--- config.mk ---
export PLATFORM = sky130hd
export DESIGN_NAME = cache_lock_ctrl
export DESIGN_NICKNAME = d
export VERILOG_FILES = /design/src/rtl/cl_pkg.sv /design/src/rtl/cl_cmd_decode.sv /design/src/rtl/cl_way_state.sv /design/src/rtl/cl_victim_sel.sv /design/src/rtl/cache_lock_ctrl.sv
export SDC_FILE = /design/constraint.sdc
export NUM_CORES = 1
export LEC_CHECK = 0
export BUFFER_PORTS_ARGS = -buffer_cell sky130_fd_sc_hd__buf_2
export CAP_MARGIN = 20
export CELL_PAD_IN_SITES_DETAIL_PLACEMENT = 2
export CELL_PAD_IN_SITES_GLOBAL_PLACEMENT = 2
export CORE_ASPECT_RATIO = 0.75
export CORE_MARGIN = 4
export CORE_UTILIZATION = 47
export DETAILED_ROUTE_END_ITERATION = 10
export HOLD_SLACK_MARGIN = 0.03
export PLACE_DENSITY = 0.9
export SKIP_CTS_REPAIR_TIMING = 1
export SLEW_MARGIN = 30
export SYNTH_ARGS = -nofsm -noshare
export SYNTH_HDL_FRONTEND = slang
export SYNTH_SLANG_ARGS = --single-unit
--- constraint.sdc ---
create_clock -name clk -period 9.7 [get_ports clk]
set_clock_uncertainty 0.15 [all_clocks]
set_input_delay 1.94 -clock clk [delete_from_list [all_inputs] [get_ports clk]]
set_output_delay 1.94 -clock clk [all_outputs]
set_load 0.05 [all_outputs]
--- src/rtl/cl_pkg.sv ---
package cl_pkg;

   typedef enum logic [3:0] {
      CMD_LDLOCK     = 4'b0110,
      CMD_UNLOCK     = 4'b1000,
      CMD_UNLOCK_ALL = 4'b1010,
      CMD_INVAL_ALL  = 4'b1100
   } cl_cmd_e;

   typedef struct packed {
      logic ldlock;
      logic unlock;
      logic unlock_all;
      logic inval_all;
   } cl_op_t;

   localparam int unsigned CL_WAYS = 2;

endpackage

--- src/rtl/cl_cmd_decode.sv ---
module cl_cmd_decode
   import cl_pkg::*;
(
   input  logic         cmd_wr_i,
   input  logic [3:0]   cmd_i,
   input  logic         busy_i,
   output cl_op_t       op_o
);

   always_comb begin
      op_o = '0;
      if (cmd_wr_i && !busy_i) begin
         case (cmd_i)
            CMD_LDLOCK:     op_o.ldlock     = 1'b1;
            CMD_UNLOCK:     op_o.unlock     = 1'b1;
            CMD_UNLOCK_ALL: op_o.unlock_all = 1'b1;
            CMD_INVAL_ALL:  op_o.inval_all  = 1'b1;
            default:        op_o = '0;
         endcase
      end
   end

endmodule

--- src/rtl/cl_way_state.sv ---
module cl_way_state #(
   parameter int unsigned SETS  = 8,
   parameter int unsigned IDX_W = 3,
   parameter int unsigned TAG_W = 9
) (
   input  logic              clk,
   input  logic              rst_n,
   input  logic [IDX_W-1:0]  lkp_idx_i,
   input  logic [TAG_W-1:0]  lkp_tag_i,
   output logic              lkp_hit_o,
   output logic              lkp_valid_o,
   output logic              lkp_lock_o,
   input  logic [IDX_W-1:0]  prb_idx_i,
   input  logic [TAG_W-1:0]  prb_tag_i,
   output logic              prb_hit_o,
   output logic              prb_lock_o,
   input  logic              set_lock_i,
   input  logic              clr_lock_i,
   input  logic              clr_all_lock_i,
   input  logic              inval_all_i,
   input  logic              fill_i,
   input  logic [IDX_W-1:0]  fill_idx_i,
   input  logic [TAG_W-1:0]  fill_tag_i,
   output logic [SETS-1:0]   lock_vec_o
);

   logic [TAG_W-1:0] tag_q [SETS];
   logic [SETS-1:0]  valid_q;
   logic [SETS-1:0]  lock_q;

   // State arrays are deliberately left out of reset.
   always_ff @(posedge clk) begin
      if (fill_i) begin
         tag_q[fill_idx_i]   <= fill_tag_i;
         valid_q[fill_idx_i] <= 1'b1;
         lock_q[fill_idx_i]  <= 1'b1;
      end
      if (set_lock_i)     lock_q[lkp_idx_i] <= 1'b1;
      if (clr_lock_i)     lock_q[lkp_idx_i] <= 1'b0;
      if (clr_all_lock_i) lock_q <= '0;
      if (inval_all_i)    valid_q <= valid_q & lock_q;
   end

   assign lkp_valid_o = valid_q[lkp_idx_i];
   assign lkp_lock_o  = lock_q[lkp_idx_i];
   assign lkp_hit_o   = valid_q[lkp_idx_i] && (tag_q[lkp_idx_i] == lkp_tag_i);
   assign prb_hit_o   = valid_q[prb_idx_i] && (tag_q[prb_idx_i] == prb_tag_i);
   assign prb_lock_o  = lock_q[prb_idx_i];
   assign lock_vec_o  = lock_q;


   lock_set_chk: assert property (@(posedge clk) disable iff (!rst_n)
      set_lock_i |=> lock_q[$past(lkp_idx_i)]);


   unlock_one_chk: assert property (@(posedge clk) disable iff (!rst_n)
      clr_lock_i |=> !lock_q[$past(lkp_idx_i)] && valid_q[$past(lkp_idx_i)]);


   unlock_all_chk: assert property (@(posedge clk) disable iff (!rst_n)
      clr_all_lock_i |=> (lock_q == '0) && $stable(valid_q));

   genvar s;
   generate
      for (s = 0; s < SETS; s++) begin : g_inv_chk

         inval_keep_chk: assert property (@(posedge clk) disable iff (!rst_n)
            inval_all_i |=> !(valid_q[s] && !lock_q[s]));
      end
   endgenerate

endmodule

--- src/rtl/cl_victim_sel.sv ---
module cl_victim_sel (
   input  logic [1:0] valid_i,
   input  logic [1:0] lock_i,
   input  logic       lru_i,
   output logic       way_o,
   output logic       blocked_o
);

   assign blocked_o = &lock_i;

   always_comb begin
      if (!valid_i[0])      way_o = 1'b0;
      else if (!valid_i[1]) way_o = 1'b1;
      else if (lock_i[0])   way_o = 1'b1;
      else if (lock_i[1])   way_o = 1'b0;
      else                  way_o = lru_i;
   end

endmodule

--- src/rtl/cache_lock_ctrl.sv ---
module cache_lock_ctrl
   import cl_pkg::*;
#(
   parameter int unsigned ADDR_W     = 16,
   parameter int unsigned SETS       = 8,
   parameter int unsigned LINE_BYTES = 16
) (
   input  logic              clk,
   input  logic              rst_n,
   input  logic              addr_wr_i,
   input  logic [ADDR_W-1:0] addr_i,
   input  logic              cmd_wr_i,
   input  logic [3:0]        cmd_i,
   input  logic              cinh_i,
   input  logic [1:0]        err_clr_i,
   output logic              busy_o,
   output logic [1:0]        err_o,
   output logic              fill_req_o,
   output logic [ADDR_W-1:0] fill_addr_o,
   input  logic              fill_ack_i,
   input  logic [ADDR_W-1:0] probe_addr_i,
   output logic              probe_hit_o,
   output logic              probe_way_o,
   output logic              probe_lock_o,
   output logic              probe_lru_o
);

   localparam int unsigned IDX_W = $clog2(SETS);
   localparam int unsigned OFF_W = $clog2(LINE_BYTES);
   localparam int unsigned TAG_W = ADDR_W - IDX_W - OFF_W;

   generate
      if (SETS < 2 || (1 << IDX_W) != SETS) begin : g_bad_sets
         $error("SETS must be a power of two, at least 2");
      end
      if (LINE_BYTES < 2 || (1 << OFF_W) != LINE_BYTES) begin : g_bad_line
         $error("LINE_BYTES must be a power of two, at least 2");
      end
      if (ADDR_W <= IDX_W + OFF_W) begin : g_bad_addr
         $error("ADDR_W leaves no tag bits");
      end
   endgenerate

   cl_op_t              op;
   logic [ADDR_W-1:0]   addr_q;
   logic [ADDR_W-1:0]   fill_addr_q;
   logic                busy_q;
   logic                victim_q;
   logic [1:0]          err_q;
   logic [SETS-1:0]     lru_q;

   logic [IDX_W-1:0]    lkp_idx, prb_idx, fill_idx;
   logic [TAG_W-1:0]    lkp_tag, prb_tag, fill_tag;

   logic [CL_WAYS-1:0]  hit, valid, lock, prb_hit, prb_lock;
   logic [CL_WAYS-1:0]  set_lock, clr_lock, fill_we;
   logic [SETS-1:0]     lock_vec [CL_WAYS];

   logic any_hit, hit_way, victim_w, blocked, fill_done;
   logic ll_inh, ll_hit, ll_blocked, ll_miss_go;

   assign lkp_idx  = addr_q[OFF_W +: IDX_W];
   assign lkp_tag  = addr_q[ADDR_W-1 -: TAG_W];
   assign prb_idx  = probe_addr_i[OFF_W +: IDX_W];
   assign prb_tag  = probe_addr_i[ADDR_W-1 -: TAG_W];
   assign fill_idx = fill_addr_q[OFF_W +: IDX_W];
   assign fill_tag = fill_addr_q[ADDR_W-1 -: TAG_W];

   cl_cmd_decode u_dec (
      .cmd_wr_i (cmd_wr_i),
      .cmd_i    (cmd_i),
      .busy_i   (busy_q),
      .op_o     (op)
   );

   assign any_hit    = |hit;
   assign hit_way    = hit[1];
   assign fill_done  = busy_q && fill_ack_i;
   assign ll_inh     = op.ldlock && cinh_i;
   assign ll_hit     = op.ldlock && !cinh_i && any_hit;
   assign ll_blocked = op.ldlock && !cinh_i && !any_hit && blocked;
   assign ll_miss_go = op.ldlock && !cinh_i && !any_hit && !blocked;

   genvar w;
   generate
      for (w = 0; w < CL_WAYS; w++) begin : g_way
         assign set_lock[w] = ll_hit && hit[w];
         assign clr_lock[w] = op.unlock && hit[w];
         assign fill_we[w]  = fill_done && (victim_q == w[0]);

         cl_way_state #(
            .SETS  (SETS),
            .IDX_W (IDX_W),
            .TAG_W (TAG_W)
         ) u_way (
            .clk            (clk),
            .rst_n          (rst_n),
            .lkp_idx_i      (lkp_idx),
            .lkp_tag_i      (lkp_tag),
            .lkp_hit_o      (hit[w]),
            .lkp_valid_o    (valid[w]),
            .lkp_lock_o     (lock[w]),
            .prb_idx_i      (prb_idx),
            .prb_tag_i      (prb_tag),
            .prb_hit_o      (prb_hit[w]),
            .prb_lock_o     (prb_lock[w]),
            .set_lock_i     (set_lock[w]),
            .clr_lock_i     (clr_lock[w]),
            .clr_all_lock_i (op.unlock_all),
            .inval_all_i    (op.inval_all),
            .fill_i         (fill_we[w]),
            .fill_idx_i     (fill_idx),
            .fill_tag_i     (fill_tag),
            .lock_vec_o     (lock_vec[w])
         );
      end
   endgenerate

   cl_victim_sel u_vic (
      .valid_i   (valid),
      .lock_i    (lock),
      .lru_i     (lru_q[lkp_idx]),
      .way_o     (victim_w),
      .blocked_o (blocked)
   );

   // Control state: reset.
   always_ff @(posedge clk or negedge rst_n) begin
      if (!rst_n) begin
         addr_q      <= '0;
         fill_addr_q <= '0;
         busy_q      <= 1'b0;
         victim_q    <= 1'b0;
         err_q       <= '0;
      end else begin
         if (addr_wr_i && !busy_q) addr_q <= addr_i;
         if (ll_miss_go) begin
            busy_q      <= 1'b1;
            victim_q    <= victim_w;
            fill_addr_q <= {addr_q[ADDR_W-1:OFF_W], {OFF_W{1'b0}}};
         end else if (fill_done) begin
            busy_q <= 1'b0;
         end
         err_q[0] <= ll_inh     || (err_q[0] && !err_clr_i[0]);
         err_q[1] <= ll_blocked || (err_q[1] && !err_clr_i[1]);
      end
   end

   // Replacement pointers: not reset.
   always_ff @(posedge clk) begin
      if (fill_done) lru_q[fill_idx] <= ~victim_q;
      if (ll_hit)    lru_q[lkp_idx]  <= ~hit_way;
      if (op.inval_all) lru_q <= lock_vec[0] & ~lock_vec[1];
   end

   assign busy_o       = busy_q;
   assign fill_req_o   = busy_q;
   assign fill_addr_o  = fill_addr_q;
   assign err_o        = err_q;
   assign probe_hit_o  = |prb_hit;
   assign probe_way_o  = prb_hit[1];
   assign probe_lock_o = |(prb_hit & prb_lock);
   assign probe_lru_o  = lru_q[prb_idx];


   fill_hold_chk: assert property (@(posedge clk) disable iff (!rst_n)
      busy_q && !fill_ack_i |=> busy_q && $stable(fill_addr_q));


   fill_end_chk: assert property (@(posedge clk) disable iff (!rst_n)
      busy_q && fill_ack_i |=> !busy_q);


   full_err_chk: assert property (@(posedge clk) disable iff (!rst_n)
      ll_blocked |=> err_q[1] && !busy_q);


   inh_err_chk: assert property (@(posedge clk) disable iff (!rst_n)
      ll_inh |=> err_q[0] && !busy_q);


   sticky_inh_chk: assert property (@(posedge clk) disable iff (!rst_n)
      err_q[0] && !err_clr_i[0] |=> err_q[0]);


   sticky_full_chk: assert property (@(posedge clk) disable iff (!rst_n)
      err_q[1] && !err_clr_i[1] |=> err_q[1]);


   addr_hold_chk: assert property (@(posedge clk) disable iff (!rst_n)
      busy_q |=> $stable(addr_q));


   lru_fill_chk: assert property (@(posedge clk) disable iff (!rst_n)
      fill_done |=> lru_q[$past(fill_idx)] != $past(victim_q));

endmodule

# Word-level counts from Yosys, hierarchy flattened
# Memories as Yosys holds them, arrays and structs flattened.
# Index checks and enable logic that the tools add are counted.
[op_classes] order_cmp=5 eq_ne=8 mux=54 n_bitwise=16 n_reduce_logical=38
[op_table] operator="8-bit 2-to-1 mux" n=13
[op_table] operator="8-bit OR" n=6
[op_table] operator="8-bit AND" n=5
[op_table] operator="9-bit equality test" n=4
[op_table] operator="1-bit binary-select mux with 3-bit select" n=10
[op_table] operator="1-bit 2-to-1 mux" n=26
[op_table] operator="1-bit logical AND" n=23
[op_table] operator="8-bit bitwise mux" n=2
[op_table] operator="8-bit NOT" n=2
[op_table] operator="4-bit equality test (second input constant)" n=3
[op_table] operator="3-bit by 4-bit less-than comparator with 1-bit output (second input constant)" n=3
[op_table] operator="1-bit demux with 3-bit select" n=2
[op_table] operator="3-bit by 1-bit >= comparator with 1-bit output (second input constant)" n=2
[op_table] operator="1-bit logical NOT" n=6
[op_table] operator="2-bit nonzero test" n=3
[op_table] operator="2-bit OR reduction" n=3
[op_table] operator="4-bit by 3-bit equality test with 1-bit output (second input constant)" n=1
[op_table] operator="4-bit 2-to-1 mux" n=1
[op_table] operator="2-bit AND" n=1
[op_table] operator="1-bit logical OR" n=2
[op_table] operator="1-bit NOT" n=2
[op_table] operator="2-bit AND reduction" n=1
[word_totals] ff_bits=72 ramBits=144 inputBits=44 output_inout_bits=24 memories=2
[memory_table] name="g_way[0].u_way.tag_q" words=8 word_bits=9 read_ports=2 rd_ports_with_merged_regs=0 write_ports=1 line="cl_way_state.sv:27" source="logic [TAG_W-1:0] tag_q [SETS];"
[memory_table] name="g_way[1].u_way.tag_q" words=8 word_bits=9 read_ports=2 rd_ports_with_merged_regs=0 write_ports=1 line="cl_way_state.sv:27"

# Depth between registers and ports, before layout
[depth] word_depth=10 ltp_mapped=13 ltp_nobuf=7

# Cells and area by module
# From an unflattened synthesis, not the netlist that was laid out.
[hier_totals] cells_unflattened=753 area_unflattened_um2=11086.9
[modules_own_cells] mod="cl_way_state at g_way[1].u_way" instances=1 cells_per_inst=294 area_each_um2=4543.1 seq_area_each_um2=2562.5
[modules_own_cells] mod="cl_way_state at g_way[0].u_way" instances=1 cells_per_inst=284 area_each_um2=4516.8 seq_area_each_um2=2562.5
[modules_own_cells] mod="cache_lock_ctrl" instances=1 cells_per_inst=164 area_each_um2=1935.6 seq_area_each_um2=860.8
[modules_own_cells] mod="cl_cmd_decode" instances=1 cells_per_inst=7 area_each_um2=66.3 seq_area_each_um2=0.0
[modules_own_cells] mod="cl_victim_sel" instances=1 cells_per_inst=4 area_each_um2=25.0 seq_area_each_um2=0.0

# Least setup slack after synthesis
# Ideal clock, no wire load.
[synth_path] path_type="input-to-output" startpoint="in probe_addr_i[4]" endpoint="out probe_lock_o" t_arrival_ns=4.922 required_time_ns=7.610 slack_ns=2.688 cell_stages=8 path_buffers=2 path_cell_list="clkbuf_1 buf_1 mux4_2 mux2i_1 xnor2_1 nor4_1 nand3_1 o22ai_1"
[synth_between] elab_chain_cells=5 word_cells_on_any_way=16
[synth_rtl] item="from (decl)" line="cache_lock_ctrl.sv:21" source="input logic [ADDR_W-1:0] probe_addr_i,"
[synth_rtl] item="memory 8 x 9 bit or 1-bit binary-select mux with 3-bit select (tied branches)"
[synth_rtl] item="9-bit equality test or 1-bit 2-to-1 mux (tied branches)" line="cl_way_state.sv:47" source="assign prb_hit_o = valid_q[prb_idx_i] && (tag_q[prb_idx_i] == prb_tag_i);"
[synth_rtl] item="1-bit logical AND" line="cl_way_state.sv:47"
[synth_rtl] item="2-bit AND *" line="cache_lock_ctrl.sv:162" source="assign probe_lock_o = |(prb_hit & prb_lock);"
[synth_rtl] item="2-bit OR reduction *" line="cache_lock_ctrl.sv:162"
[synth_rtl] item="to (decl)" line="cache_lock_ctrl.sv:24" source="output logic probe_lock_o,"
# Mark *: on every way between the ends. The rest lies on a longest branch, timed or not. The select of a mux whose other input is x is not followed.

# Worst setup path in the final report
# Same ends and word-level chain as after synthesis.

==> run metrics <==
status=finished clean; I/O pins=68; Yosys reg bits=212; Initial Util=48.6%; nature of the critical path startpoint=input pin; Setup-failing EPs final=0; max layer used=met4; first-pass GRT wire length=60200 microns; Worst EP arrival=slightly below 5 ns; CP bufs+invs=3; share of layout cells above drive strength 1=26.1%; Layout Nets=874; Total GRT Usage=roughly a third; vertical die dimension=140 microns; Final ANT Viol Nets=0; vias in the first global route=~8600; Slew Viols, Final=0; Clock Latency Late Sink=0.52 ns; full die area=0.0258 sq mm; most common cell after layout, fill and taps aside=edfxtp_1; commonest non-fill, non-tap cells in the layout=160 x edfxtp_1, 64 x mux4_2, 62 x mux2i_1; Syn Inst Count=780; Setup TNS=0 ns; synth warn=0; Worst-path clk slew=0.06 ns; Site Rows=47; DP HPWL=29100 microns; total number of vias=7991; fmax=between 100 and 150 MHz; Crit path top cell by count=buf_4; CP top delay family=buffers and inverters; DRT met1 WL=15900 microns; # diodes=0; CTS max path bufs=3; Post-Route WL=41700 microns; Die X=184 microns; MaxCap Viol Count=0; ys flop type=edfxtp_1; initial antenna violation count=0; CP Max Fanout=31; worst path required time=7.61 ns; Placed Area=0.0115 sq mm; H-tree Lvls=1; Rel. slew slack=30.4%; pwr/cell area=191 mW/mm^2; largest net degree at the start of global routing=70; 1st-iter DRT viols=1114; Num Clock Sinks=212; Fin. Hold Viols=0; Critical Path, Cell by Cell=buf_4 -> buf_4 -> mux4_2 -> mux2i_1 -> xnor2_1 -> nor4_1 -> nand3_1 -> o22ai_1 -> buf_2; critical path's largest stage delay=0.56 ns; Setup Crit Path Kind=in -> out; asr flop ratio synth=13.2%; LEAKAGE=4.41 nW; pin slew with the least headroom to its limit=roughly 1.0 ns; Post-route DRC=0; worst hold path type=reg -> reg; DRT Pass-1 Iters=5; met2 wire length=~19000 microns; buffers added on ports=between 50 and 60; unrepaired setup endpoints after global routing=no; cts bufs inserted=23; metal3 WL=about 4400 microns; sequential area share after synthesis=54.8%; area delta synth->final=11.3%; Final min period=7.06 ns; Avg Inst Size Synth=14.0 sq um; Crit. End Element=output pin; DR WL/cell=36.6 microns; CTS root buffer=clkbuf_16; gpl congestion=about 0.88; finished layout cell area=around 0.012 sq mm; synthesized cell area=0.0109 sq mm; Final Cycle Share=72.8%; vias per inst=7.01; EDFF count, synth=160; CTS tree=yes; Overflow after GRT=0; placeable core area=0.0225 sq mm; Synth cell types=60; worst vdd ir=0.123 mV; Worst path slowest cell=mux4_2
==> worst reg2reg max path: stages (launching register included) <==
cell and delay (ns):
dfrtp_2 0.34, buf_4 0.56, nor2b_1 0.93, a22oi_1 0.32, and4_1 0.32, o211ai_1 0.28, nor4_1 0.10, buf_4 0.19
a211oi_4 0.54, buf_6 0.27, mux2_2 0.35
==> synthesized netlist by cell type (3+ instances only) <==
library cell  number  area (sq um)
buf_4              7          52.6
o21ai_0           28           140
buf_2             12          60.1
nor3b_1            4          30.0
o31a_1             3          26.3
nor4_1             9          56.3
a21o_1             9          67.6
o31ai_1            8          60.1
inv_1              5          18.8
nor3_1            13          65.1
edfxtp_1         160          4800
a31oi_1            3          18.8
mux4_2            64          1440
buf_1              5          18.8
and2_1             5          31.3
dfxtp_1           24           480
nand2b_1           4          25.0
a22o_1             3          26.3
nor2b_1           10          62.6
a22oi_1           16           120
dfrtp_1           28           701
o2bb2ai_1          4          35.0
nand3_1           10          50.1
xnor2_1           24           210
a211oi_1          16           120
mux2_2            22           248
o21a_1             4          30.0
clkbuf_1          23          86.3
mux2i_1           62           621
o22ai_1            3          18.8
nand3b_1           5          37.5
a21oi_1           22           110
a221oi_1           6          52.6
or2_2             11          68.8
and3_1            14          87.6
nand2_1           54           203
mux2_4             9           135
nor2_1            33           124
buf_6              6          67.6
xor2_1             8          70.1
==> through the flow <==
step	utilization, %	cells	hold WS (ns)	worst slack (ns)	total power, mW
after floorplan	-	783	0.312	2.69	1.36
after global placement	50.9	1098	0.341	2.34	1.47
after detailed placement	51.1	1099	0.358	2.60	1.51
after CTS	54.1	1140	0.385	2.59	2.32
after global routing	54.1	1140	0.409	2.44	2.39
final	54.1	1140	0.380	2.64	2.33
==> worst paths after layout <==
path | startpoint | to | slack [ns] | cells past startpoint
worst max-delay path | probe_addr_i[4] | probe_lock_o | 2.64 | 9
worst min-delay path | err_o[1]$_DFF_PN0_ | err_o[1]$_DFF_PN0_ | 0.38 | 1
worst max register to register | addr_q[5]$_DFFE_PN0P_ | fill_addr_o[15]$_DFFE_PN0P_ | 5.24 | 10
worst min register to register | err_o[1]$_DFF_PN0_ | err_o[1]$_DFF_PN0_ | 0.38 | 1
max in group asynchronous | rst_n | addr_q[4]$_DFFE_PN0P_ | 7.55 | 1
min in group asynchronous | rst_n | addr_q[14]$_DFFE_PN0P_ | 1.33 | 1
==> power breakdown <==
group          leakage, nW  switching [mW]  total, mW  internal, mW
Combinational         2.09           0.237      0.370         0.133
Clock                0.326           0.358      0.821         0.463
Sequential            2.00          0.0959       1.13          1.04
==> metal layers <==
| layer | GRT usage [%] | vias to the layer above |
|---|---|---|
| li1 | - | 3159 |
| met1 | 43.3 | 4141 |
| met2 | 50.5 | 554 |
| met3 | 7.93 | 137 |
| met4 | 12.1 | 0 |
| met5 | 0 | - |
==> cells by family (layout without fill, tap and decap cells) <==
| logic type | count (synthesis) | count (layout) | synth area share [%] |
|---|---|---|---|
| buffers and inverters | 60 | 123 | 2.85 |
| AOI/OAI and AO/OA | 132 | 132 | 8.21 |
| DFF | 212 | 212 | 54.8 |
| muxes | 158 | 158 | 22.6 |
| xor gates and xnor gates | 32 | 32 | 2.57 |
| other | 1 | 4 | 0.0344 |
| and+or+nand+nor | 185 | 185 | 8.87 |
==> sequential cells by signal, indices dropped and copies added, names as in the netlist <==
signal                  cells
g_way.u_way.lock_vec_o     16
g_way.u_way.tag_q         144
busy_o                      1
fill_addr_o                12
lru_q                       8
g_way.u_way.valid_q        16
addr_q                     12
err_o                       2
victim_q                    1
==> final cells by class <==
type	instances	area, sq um
Fill cell	2059	10300
Sequential cell	212	5990
Multi-Input combinational cell	511	4660
Clock buffer	39	666
Timing Repair Buffer	75	435
Tap cell	294	368
Inverter	7	26.3
Clock inverter	2	8.76
Note: power is estimated with default switching activity, not from simulation.
